--- src/rtl/ocp_pkg.sv ---
package ocp_pkg;

  // Time base: one tick per 10 us.
  parameter int unsigned OC_BASE_TICKS  = 16000; // slow range, code 0 (160 ms)
  parameter int unsigned RANGE_SHIFT    = 6;     // fast range divides by 64
  parameter int unsigned SC_SHORT_TICKS = 19;    // about 190 us
  parameter int unsigned SC_LONG_TICKS  = 1000;  // about 10 ms
  parameter int unsigned CODE_STEPS     = 4;     // 2-bit delay code

  parameter int unsigned ADDR_W = 2;
  parameter int unsigned DATA_W = 8;

  localparam int unsigned CNT_W = $clog2(OC_BASE_TICKS * (1 << (CODE_STEPS - 1)) + 1);

  // Fault sources, used as indices of the timer array.
  localparam int unsigned NSRC    = 3;
  localparam int unsigned IDX_DOC = 0;
  localparam int unsigned IDX_COC = 1;
  localparam int unsigned IDX_SC  = 2;

  // Register addresses.
  localparam logic [ADDR_W-1:0] A_CTRL  = ADDR_W'(0);
  localparam logic [ADDR_W-1:0] A_DELAY = ADDR_W'(1);
  localparam logic [ADDR_W-1:0] A_THR   = ADDR_W'(2);
  localparam logic [ADDR_W-1:0] A_CLR   = ADDR_W'(3);

  // Overcurrent delay in ticks: base doubled per code step, range bit divides by 64.
  function automatic logic [CNT_W-1:0] oc_delay_ticks(input logic [1:0] code,
                                                      input logic fast);
    int unsigned base;
    base = fast ? (OC_BASE_TICKS >> RANGE_SHIFT) : OC_BASE_TICKS;
    return CNT_W'(base << code);
  endfunction

  // Short-circuit delay in ticks.
  function automatic logic [CNT_W-1:0] sc_delay_ticks(input logic long_sel);
    return long_sel ? CNT_W'(SC_LONG_TICKS) : CNT_W'(SC_SHORT_TICKS);
  endfunction

endpackage

--- src/rtl/ocp_fault_timer.sv ---
module ocp_fault_timer
  import ocp_pkg::*;
(
  input  logic             clk,
  input  logic             rst_n,
  input  logic             tick,
  input  logic             trip_in,
  input  logic [CNT_W-1:0] limit,
  output logic             fire
);

  logic [CNT_W-1:0] cnt;
  logic [CNT_W:0]   cnt_plus;
  logic             reach;

  assign cnt_plus = {1'b0, cnt} + (CNT_W + 1)'(1);
  assign reach    = (cnt_plus >= {1'b0, limit});
  assign fire     = trip_in && tick && reach;

  always_ff @(posedge clk) begin
    if (!rst_n) begin
      cnt <= '0;
    end else if (!trip_in) begin
      cnt <= '0;                      // comparator released: restart
    end else if (tick) begin
      cnt <= fire ? '0 : cnt_plus[CNT_W-1:0];
    end
  end

  // a released comparator leaves the counter at zero
  p_restart_r5: assert property (@(posedge clk) disable iff (!rst_n)
    !trip_in |=> (cnt == '0));

  // without a tick the count does not move
  p_hold_no_tick_r11: assert property (@(posedge clk) disable iff (!rst_n)
    (trip_in && !tick) |=> $stable(cnt));

  // each qualifying tick adds exactly one
  p_advance_r11: assert property (@(posedge clk) disable iff (!rst_n)
    (trip_in && tick && !fire) |=> (cnt == $past(cnt) + CNT_W'(1)));

endmodule

--- src/rtl/ocp_regs.sv ---
module ocp_regs
  import ocp_pkg::*;
(
  input  logic              clk,
  input  logic              rst_n,
  input  logic              wr_en,
  input  logic [ADDR_W-1:0] wr_addr,
  input  logic [DATA_W-1:0] wr_data,
  input  logic [NSRC-1:0]   fire,
  input  logic              load_present,
  output logic              chg_fet_on,
  output logic              dsg_fet_on,
  output logic              flag_sc,
  output logic              flag_doc,
  output logic              flag_coc,
  output logic              load_fail,
  output logic [1:0]        dsg_code,
  output logic [1:0]        chg_code,
  output logic              dsg_fast,
  output logic              chg_fast,
  output logic              sc_long,
  output logic [1:0]        thr_dsg_oc,
  output logic [1:0]        thr_chg_oc,
  output logic [1:0]        thr_sc
);

  // Decoded write events
  logic wr_ctrl, wr_delay, wr_thr, wr_clr;
  assign wr_ctrl  = wr_en && (wr_addr == A_CTRL);
  assign wr_delay = wr_en && (wr_addr == A_DELAY);
  assign wr_thr   = wr_en && (wr_addr == A_THR);
  assign wr_clr   = wr_en && (wr_addr == A_CLR);

  // Fault events seen by each FET path
  logic dsg_fault_evt, chg_fault_evt;
  assign dsg_fault_evt = fire[IDX_DOC] || fire[IDX_SC];
  assign chg_fault_evt = fire[IDX_COC];

  // Write-one-clear requests
  logic clr_sc, clr_doc, clr_coc;
  assign clr_sc  = wr_clr && wr_data[0];
  assign clr_doc = wr_clr && wr_data[1];
  assign clr_coc = wr_clr && wr_data[2];

  logic dsg_blocked, chg_blocked;
  assign dsg_blocked = flag_doc || flag_sc;
  assign chg_blocked = flag_coc;

  logic chg_en_q, dsg_en_q, mon_en_q;

  logic unused_bits;
  assign unused_bits = ^wr_data[DATA_W-1:7];

  // Control: enables may only be raised by the host, faults take priority
  always_ff @(posedge clk) begin
    if (!rst_n) begin
      chg_en_q <= 1'b0;
      dsg_en_q <= 1'b0;
      mon_en_q <= 1'b0;
    end else begin
      if (chg_fault_evt)     chg_en_q <= 1'b0;
      else if (wr_ctrl)      chg_en_q <= wr_data[0] && !chg_blocked;
      if (dsg_fault_evt)     dsg_en_q <= 1'b0;
      else if (wr_ctrl)      dsg_en_q <= wr_data[1] && !dsg_blocked;
      if (wr_ctrl)           mon_en_q <= wr_data[2];
    end
  end

  // Delay and threshold selections
  always_ff @(posedge clk) begin
    if (!rst_n) begin
      dsg_code   <= 2'b00;
      chg_code   <= 2'b00;
      dsg_fast   <= 1'b0;
      chg_fast   <= 1'b0;
      sc_long    <= 1'b0;
      thr_dsg_oc <= 2'b00;
      thr_chg_oc <= 2'b00;
      thr_sc     <= 2'b00;
    end else begin
      if (wr_delay) begin
        dsg_code <= wr_data[1:0];
        chg_code <= wr_data[3:2];
        dsg_fast <= wr_data[4];
        chg_fast <= wr_data[5];
        sc_long  <= wr_data[6];
      end
      if (wr_thr) begin
        thr_dsg_oc <= wr_data[1:0];
        thr_chg_oc <= wr_data[3:2];
        thr_sc     <= wr_data[5:4];
      end
    end
  end

  // Sticky flags: a new fault wins over a clear in the same cycle
  always_ff @(posedge clk) begin
    if (!rst_n) begin
      flag_sc   <= 1'b0;
      flag_doc  <= 1'b0;
      flag_coc  <= 1'b0;
      load_fail <= 1'b0;
    end else begin
      flag_sc  <= fire[IDX_SC]  || (flag_sc  && !clr_sc);
      flag_doc <= fire[IDX_DOC] || (flag_doc && !clr_doc);
      flag_coc <= fire[IDX_COC] || (flag_coc && !clr_coc);
      if (dsg_fault_evt)                  load_fail <= 1'b1;
      else if (mon_en_q && !load_present) load_fail <= 1'b0;
    end
  end

  assign chg_fet_on = chg_en_q && !chg_blocked;
  assign dsg_fet_on = dsg_en_q && !dsg_blocked;

  // a fault always leaves its flag set, clear or not
  p_set_wins_r8: assert property (@(posedge clk) disable iff (!rst_n)
    fire[IDX_SC] |=> flag_sc);

  // without a clear write the flag holds
  p_sticky_r8: assert property (@(posedge clk) disable iff (!rst_n)
    (flag_doc && !clr_doc) |=> flag_doc);

  // monitored, released load clears load-fail
  p_ldf_clear_r9: assert property (@(posedge clk) disable iff (!rst_n)
    (load_fail && mon_en_q && !load_present && !dsg_fault_evt) |=> !load_fail);

  // with monitoring off load-fail holds
  p_ldf_hold_r9: assert property (@(posedge clk) disable iff (!rst_n)
    (load_fail && !mon_en_q) |=> load_fail);

endmodule

--- src/rtl/ocp_supervisor.sv ---
module ocp_supervisor
  import ocp_pkg::*;
(
  input  logic              clk,
  input  logic              rst_n,
  input  logic              tick,
  input  logic              wr_en,
  input  logic [ADDR_W-1:0] wr_addr,
  input  logic [DATA_W-1:0] wr_data,
  input  logic              dsg_oc_trip,
  input  logic              chg_oc_trip,
  input  logic              short_trip,
  input  logic              load_present,
  output logic              chg_fet_on,
  output logic              dsg_fet_on,
  output logic              flag_sc,
  output logic              flag_doc,
  output logic              flag_coc,
  output logic              load_fail,
  output logic [1:0]        thr_dsg_oc,
  output logic [1:0]        thr_chg_oc,
  output logic [1:0]        thr_sc
);

  logic [1:0]       dsg_code, chg_code;
  logic             dsg_fast, chg_fast, sc_long;
  logic [NSRC-1:0]  trip_vec;
  logic [NSRC-1:0]  fire;
  logic [CNT_W-1:0] limit [NSRC];

  assign trip_vec[IDX_DOC] = dsg_oc_trip;
  assign trip_vec[IDX_COC] = chg_oc_trip;
  assign trip_vec[IDX_SC]  = short_trip;

  always_comb begin
    limit[IDX_DOC] = oc_delay_ticks(dsg_code, dsg_fast);
    limit[IDX_COC] = oc_delay_ticks(chg_code, chg_fast);
    limit[IDX_SC]  = sc_delay_ticks(sc_long);
  end

  for (genvar i = 0; i < NSRC; i++) begin : g_timer
    ocp_fault_timer u_timer (
      .clk     (clk),
      .rst_n   (rst_n),
      .tick    (tick),
      .trip_in (trip_vec[i]),
      .limit   (limit[i]),
      .fire    (fire[i])
    );
  end

  ocp_regs u_regs (
    .clk          (clk),
    .rst_n        (rst_n),
    .wr_en        (wr_en),
    .wr_addr      (wr_addr),
    .wr_data      (wr_data),
    .fire         (fire),
    .load_present (load_present),
    .chg_fet_on   (chg_fet_on),
    .dsg_fet_on   (dsg_fet_on),
    .flag_sc      (flag_sc),
    .flag_doc     (flag_doc),
    .flag_coc     (flag_coc),
    .load_fail    (load_fail),
    .dsg_code     (dsg_code),
    .chg_code     (chg_code),
    .dsg_fast     (dsg_fast),
    .chg_fast     (chg_fast),
    .sc_long      (sc_long),
    .thr_dsg_oc   (thr_dsg_oc),
    .thr_chg_oc   (thr_chg_oc),
    .thr_sc       (thr_sc)
  );

  // a short circuit opens the discharge path
  p_sc_opens_dsg_r4: assert property (@(posedge clk) disable iff (!rst_n)
    fire[IDX_SC] |=> !dsg_fet_on);

  // discharge overcurrent opens the discharge path
  p_doc_opens_dsg_r2: assert property (@(posedge clk) disable iff (!rst_n)
    fire[IDX_DOC] |=> !dsg_fet_on);

  // charge overcurrent opens the charge path
  p_coc_opens_chg_r3: assert property (@(posedge clk) disable iff (!rst_n)
    fire[IDX_COC] |=> !chg_fet_on);

  // the discharge FET turns on only after a host enable write
  p_no_auto_on_r6: assert property (@(posedge clk) disable iff (!rst_n)
    $rose(dsg_fet_on) |-> $past(wr_en && (wr_addr == A_CTRL) && wr_data[1]));

  // the charge FET turns on only after a host enable write
  p_no_auto_chg_r6: assert property (@(posedge clk) disable iff (!rst_n)
    $rose(chg_fet_on) |-> $past(wr_en && (wr_addr == A_CTRL) && wr_data[0]));

endmodule

--- config.mk ---
export PLATFORM = sky130hd
export DESIGN_NAME = ocp_supervisor
export DESIGN_NICKNAME = d
export VERILOG_FILES = /design/src/rtl/ocp_pkg.sv /design/src/rtl/ocp_fault_timer.sv /design/src/rtl/ocp_regs.sv /design/src/rtl/ocp_supervisor.sv
export SDC_FILE = /design/constraint.sdc
export NUM_CORES = 1
export LEC_CHECK = 0
export BUFFER_PORTS_ARGS = -buffer_cell sky130_fd_sc_hd__buf_4
export CAP_MARGIN = 25
export CORE_ASPECT_RATIO = 1.4
export CORE_MARGIN = 2
export CORE_UTILIZATION = 29
export CTS_CLUSTER_SIZE = 20
export DETAILED_ROUTE_END_ITERATION = 8
export HOLD_SLACK_MARGIN = 0.06
export PLACE_DENSITY = 0.45
export SYNTH_ARGS = -nofsm -noshare
export SYNTH_HDL_FRONTEND = slang
export SYNTH_HIERARCHICAL = 1
export SYNTH_SLANG_ARGS = --single-unit
--- constraint.sdc ---
create_clock -name clk -period 4 [get_ports clk]
set_input_delay 1 -clock clk [delete_from_list [all_inputs] [get_ports clk]]
set_output_delay 1 -clock clk [all_outputs]
set_load 0.005 [all_outputs]
==> results.md <==
- Achievable Freq: 0.285 GHz
- Internal: about 1.3 mW
- Grt total ovfl: 0
- CTS tree: done
- Run status: finished clean
- CP top delay family: simple AND/OR/NAND/NOR gates
- Final Skew: 0.0117 ns
- Power Density: just under 300 nW/µm²
- Post-layout net count: 730
- Largest net degree at the start of global routing: 27
- Util after Layout: 33.6%
- I/O Pins: 30
- Setup TNS: 0 ns
- CP startpoint kind: flip-flop
- Sw Share: between 20% and 30%
- Clk_lat worst skew: 0.34 ns
- HPWL after detailed placement: 9670 µm
- Clk buf depth: 2
- Post-Synthesis Cells: around 630
- CP cell instances: ha_1 > nand3_1 > nor2_1 > and4_1 > and3_1 > xor2_1 > ha_1 > a21oi_1 > o221ai_1 > a31oi_1 > o211a_1 > buf_4 > nand3_1 > mux2i_1
- Crit Path Category: reg2reg
- Crit path max fanout: 10
- Slew @ Worst Pin: around 0.71 ns
- DP Cell Count: around 890
- Routed vias: approximately 4500
- DR DRC count: 0
- Power Total: roughly 1.8 mW
- Combinational power share: under 10%
- Avg Cell Area, Syn: 8.31 µm²
- Worst path max stage delay: 0.43 ns
- Flop pwr share: 41.0%
- Post-cts resize count: 0
- Period minus WS final: between 3 and 4 ns
- EDFF count, synth: 0
- M1 GR Usage: 16.1%
- Final setup violation count: 0
- Slew HR: 52.7%
- Clock power share: 51.3%
- Final hold slack: 0.496 ns
- Mapped cell area: between 5000 and 6000 µm²
- Die X: 117 µm
- Most instantiated library cell after synthesis: inv_1
- Cts bufs inserted: 9
- Setup Fix Bufs, Post-CTS: 0
- Warnings from Yosys: 6
- TritonCTS Sinks: 71
- Vias in the first global route: 4370
- Final worst-path cycle share: roughly 88%
- Die ar.: 19100 µm²
- Crit path capture type: flip-flop
- Post-synth top area cell: dfxtp_1
- PortBufs: 28
- Buffers and inverters on the worst path: 1
- Initial Util: 29.3%
- Met2 usage: 24.4%
- Core area: 17800 µm²
- Reg clk slew, reported paths: 0.07 ns
- Die Height: approximately 160 µm
- Worst hold-check path type: reg2reg
- WP data arrival: 3.78 ns
- CP Data Required Time: ~4.3 ns
- Seq cells post-synth: 71
- Final Hold Viols: 0
- Area grow syn2layout: 14.6%
- Routed Antenna Nets: 0
- Root buffer selected by CTS: clkbuf_16
- Met3 usage: about 2.7%
- Detailed Routing Iterations Pass 1: 5
- DR iter-0 viols: about 210
- Global routing's busiest layer: met2
- Row count: 58
- Placer congestion estimate: 0.802
- Filler-free cell count of the finished design: 903
- Post-synthesis sequential area ratio: 27.3%
- Detailed Route WL: approximately 13000 µm
- Initial antenna violation count: 0
- Routed length per instance: 13.9 µm
- Post-synth top flop: dfxtp_1
- GRT Util Overall: a little over an eighth
- Unrepaired setup endpoints after global routing: no
- Largest cells by area after synthesis: dfxtp_1 27%, ha_1 13%, inv_1 5.2%
- Worst vdd ir: roughly 0.00020 V
- Pleak: 2.73 nW
- Reg2Reg Setup Slack: 0.49 ns
- Yosys top cell area share: 27.3%
- H-tree levels: 3
- Hold buffers post-CTS: 0
- First-pass GRT wire length: 21000 µm
- Sw Pwr: 441 µW
- # diodes: 0
- Share of layout cells above drive strength 1: a little over a tenth
- Slowest-stage cell, CP: dfxtp_1
- Cell variety after synth: 58
- Commonest cells in the netlist: 72 x inv_1, 71 x dfxtp_1, 54 x ha_1
- Vias per cell: 4.95
- Slew Limit Fails: 0
- Fraction of registers with async set/reset: 0%
- Max cap viols: 0
cell type report:
| type | instances | area [µm²] |
|---|---|---|
| timing repair buffer | 36 | 270 |
| tap | 240 | 300 |
| multi-input combinational | 465 | 3370 |
| sequential | 71 | 1420 |
| clock inverter | 7 | 103 |
| inverter | 75 | 282 |
| fill | 1876 | 11800 |
| clock buffer | 9 | 225 |
metrics by stage:
| step | setup WS, ns | cell area [µm²] |
|---|---|---|
| 6_report | 0.487 | 5970 |
| 5_1_grt | 0.209 | 5970 |
| 4_1_cts | 0.477 | 5970 |
| 3_5_place_dp | 0.496 | 5650 |
| 3_3_place_gp | 0.475 | 5640 |
| 2_1_floorplan | 0.918 | 5250 |
layer usage:
| layer | vias up | routed length, µm |
|---|---|---|
| li1 | 2294 | - |
| met1 | 2083 | 5550 |
| met2 | 82 | 6420 |
| met3 | 13 | 432 |
| met4 | 0 | 178 |
| met5 | - | 0 |
state kept, by name (all words and copies together), names as in the netlist, 2 cells and up:
signal and flops:
u_regs/thr_dsg_oc 2, u_regs/thr_chg_oc 2, u_regs/chg_code 2, u_regs/dsg_code 2
g_timer.u_timer/cnt 51, u_regs/thr_sc 2
cells in the final DEF, fill, tap and decap left out, types with 12 or more instances in the layout:
cell type and instances:
xor2_1 17, nand3_1 36, o21ai_0 12, a32o_1 26, buf_4 36, xnor2_1 26, inv_1 72, ha_1 54
a21oi_1 30, and3_1 12, mux2i_1 19, a31oi_1 12, dfxtp_1 71, nor2_1 53, nand2_1 45
power by group through the flow:
stage / Combinational [mW] / Sequential [mW] / Clock (mW)
finish: 0.136 / 0.725 / 0.906
global route: 0.156 / 0.727 / 0.968
detailed placement: 0.137 / 0.742 / 0
global placement: 0.134 / 0.741 / 0
CTS: 0.138 / 0.725 / 0.935
floorplan: 0.0963 / 0.736 / 0
worst paths after layout:
check,cells past startpoint,startpoint,end
worst max-delay path,14,g_timer[2].u_timer/cnt[0],g_timer[2].u_timer/cnt[2]
worst min-delay path,2,u_regs/dsg_en_q,u_regs/dsg_en_q
worst max register to register,14,g_timer[2].u_timer/cnt[0],g_timer[2].u_timer/cnt[2]
worst min register to register,2,u_regs/dsg_en_q,u_regs/dsg_en_q
worst reg2reg max path, cell delays in order (launching register included):
cell and delay, ns:
dfxtp_1 0.43, ha_1 0.26, nand3_1 0.14, nor2_1 0.39, and4_1 0.29, and3_1 0.19
xor2_1 0.10, ha_1 0.19, a21oi_1 0.12, o221ai_1 0.13, a31oi_1 0.32, o211a_1 0.42
buf_4 0.24, nand3_1 0.09, mux2i_1 0.13
cells by family (layout without fill, tap and decap cells):
group | Yosys count | in the layout | synth area share [%]
DFF | 71 | 71 | 27.3
xor gates and xnor gates | 43 | 43 | 7.23
adders and majority gates | 54 | 54 | 13.0
other | 1 | 10 | 0.0719
AOI/OAI and AO/OA | 131 | 131 | 18.8
muxes | 19 | 19 | 3.65
buffers and inverters | 100 | 127 | 8.67
and+or+nand+nor | 208 | 208 | 21.4
(Power assumes the default switching activity.)
